**src/rtl/pis_pkg.sv**
```systemverilog
`timescale 1ns/1ps
package pis_pkg;
   typedef enum logic [1:0] {
      ST_IDLE = 2'd0,
      ST_READ = 2'd1,
      ST_WDAT = 2'd2,
      ST_WID  = 2'd3
   } svc_state_e;
endpackage

```
**src/rtl/pis_pick.sv**
```systemverilog
`timescale 1ns/1ps
module pis_pick #(
   parameter int N = 7
) (
   input  logic [N-1:0] req,
   output logic [N-1:0] grant,
   output logic         any
);
   logic [N:0] seen;
   assign seen[0] = 1'b0;
   for (genvar i = 0; i < N; i++) begin : g_chain
      assign grant[i]  = req[i] & ~seen[i];
      assign seen[i+1] = seen[i] | req[i];
   end
   assign any = seen[N];
endmodule

```
**src/rtl/pis_wptr.sv**
```systemverilog
`timescale 1ns/1ps
module pis_wptr #(
   parameter int ADDR_W = 6
) (
   input  logic              clk,
   input  logic              rst_n,
   input  logic              adv,
   input  logic [ADDR_W:0]   len,
   output logic [ADDR_W-1:0] ptr
);
   logic [ADDR_W:0] inc;
   assign inc = {1'b0, ptr} + (ADDR_W+1)'(1);

   always_ff @(posedge clk or negedge rst_n) begin
      if (!rst_n)      ptr <= '0;
      else if (adv)    ptr <= (inc >= len) ? '0 : inc[ADDR_W-1:0];
   end
endmodule

```
**src/rtl/prio_irq_servicer.sv**
```systemverilog
`timescale 1ns/1ps
module prio_irq_servicer #(
   parameter int NUM_CVT = 7,
   parameter int DATA_W  = 8,
   parameter int ADDR_W  = 6
) (
   input  logic               clk,
   input  logic               rst_n,
   input  logic [NUM_CVT-1:0] done_n,
   output logic [NUM_CVT-1:0] cvt_rd,
   input  logic [DATA_W-1:0]  rd_data,
   input  logic [ADDR_W:0]    buf_len,
   output logic               buf_we,
   output logic [ADDR_W-1:0]  buf_addr,
   output logic [DATA_W-1:0]  buf_wdata
);
   import pis_pkg::*;

   if (NUM_CVT < 1 || NUM_CVT > 7) begin : g_bad_num
      $error("NUM_CVT must lie in 1..7");
   end
   if (DATA_W < 3) begin : g_bad_dw
      $error("DATA_W must hold an identifier up to 7");
   end
   if (ADDR_W < 1) begin : g_bad_aw
      $error("ADDR_W must be at least 1");
   end

   svc_state_e          state_q;
   logic [NUM_CVT-1:0]  status_q;
   logic [NUM_CVT-1:0]  cur_q;
   logic [DATA_W-1:0]   data_q;
   logic [NUM_CVT-1:0]  grant;
   logic                any_req;
   logic [DATA_W-1:0]   cur_id;

   pis_pick #(.N(NUM_CVT)) u_pick (
      .req   (~status_q),
      .grant (grant),
      .any   (any_req)
   );

   pis_wptr #(.ADDR_W(ADDR_W)) u_wptr (
      .clk   (clk),
      .rst_n (rst_n),
      .adv   (buf_we),
      .len   (buf_len),
      .ptr   (buf_addr)
   );

   always_comb begin
      cur_id = '0;
      for (int i = 0; i < NUM_CVT; i++)
         if (cur_q[i]) cur_id = DATA_W'(i + 1);
   end

   always_ff @(posedge clk or negedge rst_n) begin
      if (!rst_n) begin
         state_q  <= ST_IDLE;
         status_q <= '1;
         cur_q    <= '0;
         data_q   <= '0;
      end else begin
         case (state_q)
            ST_IDLE: if (!(&done_n)) begin
               status_q <= done_n;
               state_q  <= ST_READ;
            end
            ST_READ: if (any_req) begin
               cur_q   <= grant;
               data_q  <= rd_data;
               state_q <= ST_WDAT;
            end else begin
               state_q <= ST_IDLE;
            end
            ST_WDAT: state_q <= ST_WID;
            ST_WID: begin
               status_q <= status_q | cur_q;
               state_q  <= ST_READ;
            end
            default: state_q <= ST_IDLE;
         endcase
      end
   end

   assign cvt_rd    = (state_q == ST_READ) ? grant : '0;
   assign buf_we    = (state_q == ST_WDAT) || (state_q == ST_WID);
   assign buf_wdata = (state_q == ST_WID) ? cur_id : data_q;
endmodule

```
**config.mk**
```make
export PLATFORM = sky130hd
export DESIGN_NAME = prio_irq_servicer
export DESIGN_NICKNAME = d
export VERILOG_FILES = /design/src/rtl/pis_pkg.sv /design/src/rtl/pis_pick.sv /design/src/rtl/pis_wptr.sv /design/src/rtl/prio_irq_servicer.sv
export SDC_FILE = /design/constraint.sdc
export NUM_CORES = 1
export LEC_CHECK = 0
export BUFFER_PORTS_ARGS = -buffer_cell sky130_fd_sc_hd__buf_2
export CAP_MARGIN = 5
export CORE_ASPECT_RATIO = 1.4
export CORE_MARGIN = 4
export CORE_UTILIZATION = 45
export DETAILED_ROUTE_END_ITERATION = 10
export GPL_TIMING_DRIVEN = 1
export PLACE_DENSITY = 0.73
export SLEW_MARGIN = 20
export SYNTH_ARGS = -nofsm -noshare
export SYNTH_HDL_FRONTEND = slang
export SYNTH_HIERARCHICAL = 1
export SYNTH_SLANG_ARGS = --single-unit
export TNS_END_PERCENT = 10
```
**constraint.sdc**
```tcl
create_clock -name clk -period 6 [get_ports clk]
set_input_delay 0.6 -clock clk [delete_from_list [all_inputs] [get_ports clk]]
set_output_delay 0.6 -clock clk [all_outputs]
set_load 0.05 [all_outputs]
```
==> results of run 1 <==
## stage by stage
step                area [sq um]  total power [W]  setup WS (ns)  instances
floorplan                   1987         0.001119          3.482        188
global placement            2217         0.001240          3.436        285
global route                2297         0.001507          2.987        293
CTS                         2297         0.001414          3.120        293
detailed placement          2217         0.001258          3.436        285
finish                      2297         0.001395          3.122        293
## worst paths after layout
check                             to  slack [ns]  cells past startpoint
setup / recovery           cvt_rd[6]        3.12                      5
hold / removal             data_q[5]        0.34                      1
setup reg to reg           data_q[1]        3.58                      5
hold reg to reg            data_q[4]        0.50                      1
max in group asynchronous  data_q[6]        5.23                      1
min in group clk           data_q[4]        0.50                      1
## cells in the mapped netlist, types with 3 or more instances
cell | count | area (sq um)
buf_2 | 3 | 15.01
nand2_1 | 6 | 22.52
o22ai_1 | 3 | 18.77
nor2b_1 | 10 | 62.56
ha_1 | 12 | 150.1
dfrtp_1 | 23 | 575.6
a221oi_1 | 7 | 61.31
mux2_4 | 10 | 150.1
buf_6 | 3 | 33.78
inv_1 | 19 | 71.32
mux2_2 | 6 | 67.56
and2b_2 | 5 | 43.79
and2_1 | 7 | 43.79
nor2_1 | 16 | 60.06
dfstp_2 | 7 | 183.9
a211oi_1 | 7 | 52.55
a31oi_1 | 3 | 18.77
## flip-flops by register name (all words and copies together) (netlist names)
| register | count |
|---|---|
| data_q | 8 |
| state_q | 2 |
| u_wptr/ptr | 6 |
| status_q | 7 |
| cur_q | 7 |
## cell usage in the layout, fill, tap and decap left out, drive strengths merged
master / n
o31ai: 1
o22ai: 3
nand2b: 1
inv: 19
nor3b: 2
clkbuf: 8
or4: 2
xnor2: 2
nor4b: 2
a21o: 2
nor2b: 10
dfstp: 7
nor3: 2
nand3b: 1
a21oi: 2
clkinvlp: 1
mux2i: 2
o21ai: 4
a211o: 1
nand4: 3
buf: 45
a31oi: 3
nand3: 3
nor2: 17
mux2: 16
dfrtp: 23
a211oi: 8
nand2: 7
o21a: 1
xor2: 2
a221oi: 7
or2: 1
ha: 12
and2b: 5
and2: 7
clkinv: 1
## power breakdown
part,internal (W),switching (W),leakage (nW)
Clock,0.0000821,0.0000692,0.0395
Combinational,0.000313,0.000540,0.750
Sequential,0.000316,0.0000753,0.362
Total,0.000711,0.000684,1.15
## kinds of logic after synthesis
logic type                 after synthesis  share of synthesized area
xor gates and xnor gates                 4                    0.01764
buffers and inverters                   29                    0.07556
muxes                                   18                     0.1196
AOI/OAI and AO/OA                       32                     0.1259
adders and majority gates               12                    0.07556
and+or+nand+nor                         63                     0.2034
DFF                                     30                     0.3822
## routing by layer
layer,part of all wire,vias up,track usage
li1,-,748,-
met1,0.41,688,0.1729
met2,0.52,30,0.2493
met3,0.050,6,0.03113
met4,0.017,0,0.06346
met5,0,-,0
## area by class of cell
class                   count  area share
inverters                  21     0.03486
well taps                  60     0.03268
multi-input cells         129      0.4690
repair buffers             45     0.09804
flip-flops and latches     30      0.3306
clock buffers               8     0.03486
## worst max-delay path: stages (launching register included)
cell	delay [ns]
dfstp_2	0.53
inv_1	0.10
or4_4	0.55
nor4b_1	0.39
and2_1	0.18
buf_2	0.25
==> run_results.csv, run 1 <==
group,metric,value,unit
global_route,gr_ovfl_total,0,
synth,synth_async_reset_ratio,1.000,
clock_tree,clk_path_buf_depth,2,
clock_tree,postCtsHoldBufs,0,
run_status,status,"finished, final reports clean",
drt,detail_route.first_pass.iterations,4,
synth,synthesis.yosys.warnings,6,
placed_design,dp_hpwl,2897,microns
critical_path,worst-path-max-fanout,7,
sta,post-route-min-period,2.878,ns
critical_path,r2r-start,"status_q[0]",
clock_tree,cts_post_setup_buffers_inserted,0,
drt,routed_wire_length_per_instance,12.95,microns
layout,nNetsFinal,268,
hold_path,timing.hold.worst.class,"input port to asynchronous set/reset pin",
clock_tree,cts_tree,"done",
sta,fin_skew,0.004993,ns
critical_path,crit_path_start_kind,"flop",
drt,detailroute.via_count,1472,
global_route,gr-usage-all-layers,0.1448,
synth,synth_area,1987,sq um
layout,synth_to_layout_area_growth,15.62,%
layout,filler_cell_count,408,
synth,synth_edf_count,0,
drt,via_per_inst,5.024,
global_route,grt_pass1_vias,1364,
die,die-area,5558,sq um
sta,layout_worst_path_cycle_share,0.4797,
die,initial_core_util,0.4687,
global_route,grt_start_max_net_pins,31,
sta,timing_worst_slew_pin_value,0.9152,ns
synth,dominantRegCellSynth,"dfrtp_1",
critical_path,endpoint_kind,"output port",
sta,hold_slack_final,0.3422,ns
synth,synth_cell_types,48,
layout,final_core_utilization,0.5419,
clock_tree,clock-sinks,30,
drt,wirelength,3793,microns
die,chipHeight,86.62,microns
power_and_ir_drop,power_per_cell_area,607.3,nW/um^2
layout,diodes,0,
power_and_ir_drop,static-leakage-power,1.152,nW
synth,synth_seq_area_share,0.3822,
die,num_io_pins,46,
global_route,antenna_found_initial,0,
sta,timing_max_transition_violations_final,0,
clock_tree,cts_clk_pin_slew_worst_paths,0.06,ns
global_route,grt_pass1_wl,6272,microns
power_and_ir_drop,vdd_drop_max,0.0002402,V
die,die_x_extent,64.16,microns
synth,synth.avg_cell_area,10.57,sq um
clock_tree,cts_inserted_buffers,5,
sta,setup-tns-final,0,ns
critical_path,critical_path.startpoint,"status_q[0]",
clock_tree,cts_max_level,2,
sta,hold_viol,0,
layout,post_route_cells_drive_above_1_share,0.3820,
drt,drt_first_iter_violations,30,
placed_design,count_of_port_buffers_added_during_placement,45,
drt,route.detailed.drc,0,
clock_tree,clock_tree.root_cell,"clkbuf_8",
sta,unrepaired_setup_endpoints_after_global_routing,"false",
critical_path,timing.critical_path.required,5.40,ns
placed_design,gp_congestion,0.7777,
sta,max_freq,0.3474,GHz
drt,ant_nets,0,
sta,worst_slew_margin_rel,0.3899,
synth,synth-seq-cells,30,
critical_path,critPathKind,"flop to output port",
clock_tree,cts.repair.resized,0,
synth,syn-num-nets,224,
sta,finalSetupViolations,0,
clock_tree,clkLatencyLatePin,0.28,ns
synth,syn-instance-count,188,
layout,final-seq-area,759.5,sq um
critical_path,worst_ep_arrival_time,2.28,ns
layout,multi_input_area,1077,sq um
job,cap_viol_max_count,0,
die,placementRows,28,
die,coreArea,4239,sq um
Note: power is estimated with default switching activity, not from simulation.
==> run 2: changes to the inputs <==
--- a/config.mk
+++ b/config.mk
@@ -5,6 +5,7 @@
 export SDC_FILE = /design/constraint.sdc
 export NUM_CORES = 1
 export LEC_CHECK = 0
+export ABC_AREA = 1
 export BUFFER_PORTS_ARGS = -buffer_cell sky130_fd_sc_hd__buf_2
 export CAP_MARGIN = 5
 export CORE_ASPECT_RATIO = 1.4
@@ -12,7 +13,7 @@
 export CORE_UTILIZATION = 45
 export DETAILED_ROUTE_END_ITERATION = 10
 export GPL_TIMING_DRIVEN = 1
-export PLACE_DENSITY = 0.73
+export PLACE_DENSITY = 0.72
 export SLEW_MARGIN = 20
 export SYNTH_ARGS = -nofsm -noshare
 export SYNTH_HDL_FRONTEND = slang
==> constraint.sdc (replaced) <==
create_clock -name clk -period 2.92 [get_ports clk]
set_input_delay 0.292 -clock clk [delete_from_list [all_inputs] [get_ports clk]]
set_output_delay 0.292 -clock clk [all_outputs]
set_load 0.05 [all_outputs]
==> run 2 against run 1 <==
Die area up 3.7%. Register-to-register slack got worse by 2.8 ns. Critical path type is now flop to flop. Global-route usage grew 2.0 points.
==> run_results.csv, run 2 <==
group,metric,value,unit
synth,synth_cell_types,32,
critical_path,r2r_slack,0.80,ns
placed_design,dp_hpwl,3230,microns
critical_path,timing.critical_path.required,3.14,ns
drt,via_per_inst,4.584,
synth,dominantRegCellSynth,"dfrtp_1",
clock_tree,clkLatencyLatePin,0.28,ns
synth,syn-num-nets,316,
clock_tree,cts_clk_pin_slew_worst_paths,0.06,ns
critical_path,critPathKind,"flop to flop",
sta,post-route-min-period,2.123,ns
drt,route.detailed.drc,0,
sta,hold_viol,0,
drt,routed_wire_length_per_instance,10.98,microns
hold_path,timing.hold.worst.class,"input port to asynchronous set/reset pin",
power_and_ir_drop,vdd_drop_max,0.0005537,V
job,cap_viol_max_count,0,
die,placementRows,28,
clock_tree,cts_inserted_buffers,5,
sta,unrepaired_setup_endpoints_after_global_routing,"false",
layout,diodes,0,
global_route,grt_start_max_net_pins,31,
die,die_x_extent,65.32,microns
critical_path,r2r-start,"u_wptr/ptr[0]",
synth,synth_edf_count,0,
critical_path,worst_ep_arrival_time,2.34,ns
critical_path,endpoint_kind,"flop",
critical_path,worst-path-max-fanout,9,
layout,regMostFlops,"data_q",
placed_design,place_inst,377,
drt,wirelength,4227,microns
sta,layout_worst_path_cycle_share,0.7271,
run_status,status,"finished, final reports clean",
synth,synth_seq_area_share,0.3670,
die,num_io_pins,46,
layout,nNetsFinal,360,
die,chipHeight,88.24,microns
layout,layout_common_cells,"87 x nand2_1, 50 x inv_1, 45 x buf_2, 28 x nor2_1, 23 x dfrtp_1",
critical_path,worst-r2r-cell-count,11,
global_route,antenna_found_initial,0,
clock_tree,postCtsHoldBufs,0,
placed_design,count_of_port_buffers_added_during_placement,45,
critical_path,crit_path_start_kind,"flop",
placed_design,gp_congestion,0.7675,
sta,setup-tns-final,0,ns
synth,synth-seq-cells,30,
global_route,grt_pass1_wl,7369,microns
synth,yosys.area.top_type,"dfrtp_1",
sta,max_freq,0.4710,GHz
synth,most_frequent_cell_after_synthesis,"nand2_1",
global_route,grt_pass1_vias,1681,
drt,ant_nets,0,
global_route,gr_ovfl_total,0,
drt,detailroute.via_count,1765,
clock_tree,cts_max_level,2,
drt,detail_route.first_pass.iterations,4,
clock_tree,cts_post_setup_buffers_inserted,0,
synth,synth.top_cells.by_area,"dfrtp_1 28%, nand2_1 16%, inv_1 9.1%",
layout,largest_registers,"data_q x8, cur_q x7, status_q x7",
clock_tree,clock-sinks,30,
sta,fin_skew,0.004486,ns
clock_tree,cts.repair.resized,0,
synth,synth_async_reset_ratio,1.000,
layout,post_route_cells_drive_above_1_share,0.2585,
synth,synth.avg_cell_area,7.391,sq um
synth,syn-instance-count,280,
global_route,gr-usage-all-layers,0.1648,
clock_tree,clk_path_buf_depth,2,
drt,drt_first_iter_violations,57,
synth,synth_top_cell_area_share,0.2781,
power_and_ir_drop,power_per_cell_area,1165,nW/um^2
sta,timing_worst_slew_pin_value,0.6731,ns
die,initial_core_util,0.4764,
synth,synth_area,2069,sq um
power_and_ir_drop,static-leakage-power,1.445,nW
layout,stdcell_count,385,
clock_tree,cts_tree,"done",
die,coreArea,4344,sq um
synth,list_of_most_frequent_post_synthesis_cells,"87 x nand2_1, 50 x inv_1, 28 x nor2_1",
critical_path,reg2reg_capture_point,"u_wptr/ptr[3]",
sta,finalSetupViolations,0,
sta,worst_slew_margin_rel,0.5512,
synth,synthesis.yosys.warnings,6,
sta,timing_max_transition_violations_final,0,
clock_tree,clock_tree.root_cell,"clkbuf_8",
layout,most_common_cell_after_layout_fill_and_taps_aside,"nand2_1",
layout,synth_to_layout_area_growth,16.02,%
layout,largest_register_ffs,8,
die,die-area,5763,sq um
==> run 2: cell count changes in the layout (fill, tap and decap cells not counted), moves of 5 or more <==
cell / delta
o21ai_0: +8
a221oi_1: -7
a211oi_1: -7
nor2b_1: -10
inv_1: +31
a21oi_1: +7
mux2_2: -5
and2b_2: -5
and2_1: -7
nand2_1: +81
nor2_1: +12
nand3_1: +9
==> run 2: layer usage <==
layer	GRT usage	vias to the layer above	part of all wire
met2	0.2986	31	0.53
li1	-	939	-
met1	0.1860	790	0.41
met4	0.06792	0	0.015
met3	0.03558	5	0.040
met5	0	-	0
==> run 2: cell families after synthesis <==
group	count (synthesis)	synth area share
fa+ha+maj	12	0.07255
buf+inv	64	0.1342
flops	30	0.3670
xor+xnor	1	0.004233
mux	10	0.07074
simple gates	141	0.2938
compound gates	22	0.05744
==> run 2: worst max-delay path by stage <==
stage	from	end	slack (ns)
global placement	u_wptr/ptr[0]	u_wptr/ptr[5]	0.89
finish	u_wptr/ptr[0]	u_wptr/ptr[3]	0.80
detailed placement	u_wptr/ptr[0]	u_wptr/ptr[3]	0.80
CTS	u_wptr/ptr[0]	u_wptr/ptr[3]	0.79
floorplan	u_wptr/ptr[0]	u_wptr/ptr[0]	0.74
global route	u_wptr/ptr[0]	u_wptr/ptr[3]	0.58
==> run 2: worst max-delay path, cell delays in order (launching register included) <==
cell and delay (ns):
dfrtp_1 0.48, ha_1 0.29, xnor2_1 0.24, inv_1 0.08, ha_1 0.31, a21oi_1 0.13, nand2_1 0.06, nand2_1 0.05
nand2_1 0.05, nor2_2 0.23, nand2_1 0.08, nand2_1 0.07
==> run 2: per-stage QoR <==
step | power (W) | hold WS (ns) | cell area [sq um] | utilization | worst slack, ns
final | 0.002798 | 0.04072 | 2401 | 0.5527 | 0.7970
after global routing | 0.003057 | 0.08923 | 2401 | 0.5527 | 0.5812
after global placement | 0.002444 | 0.3731 | 2306 | 0.5308 | 0.8912
after CTS | 0.002842 | 0.07186 | 2401 | 0.5527 | 0.7866
after detailed placement | 0.002476 | 0.3731 | 2306 | 0.5308 | 0.8036
after floorplan | 0.002180 | -0.003591 | 2069 | - | 0.7382
==> run 2: power by group <==
part           switching [W]  internal, W  leakage, nW  total [W]
sequential          0.000136     0.000624        0.359   0.000760
combinational        0.00118     0.000515         1.04    0.00169
clock               0.000159     0.000189       0.0472   0.000348
total                0.00147      0.00133         1.44    0.00280
==> run 2: area by class of cell <==
class | count | area, sq um
tap | 60 | 75.07
sequential | 30 | 759.5
clock buffer | 6 | 82.58
multi-input combinational | 186 | 1032
timing repair buffer | 46 | 232.7
clock inverter | 2 | 12.51
fill | 465 | 1943
inverter | 55 | 206.4
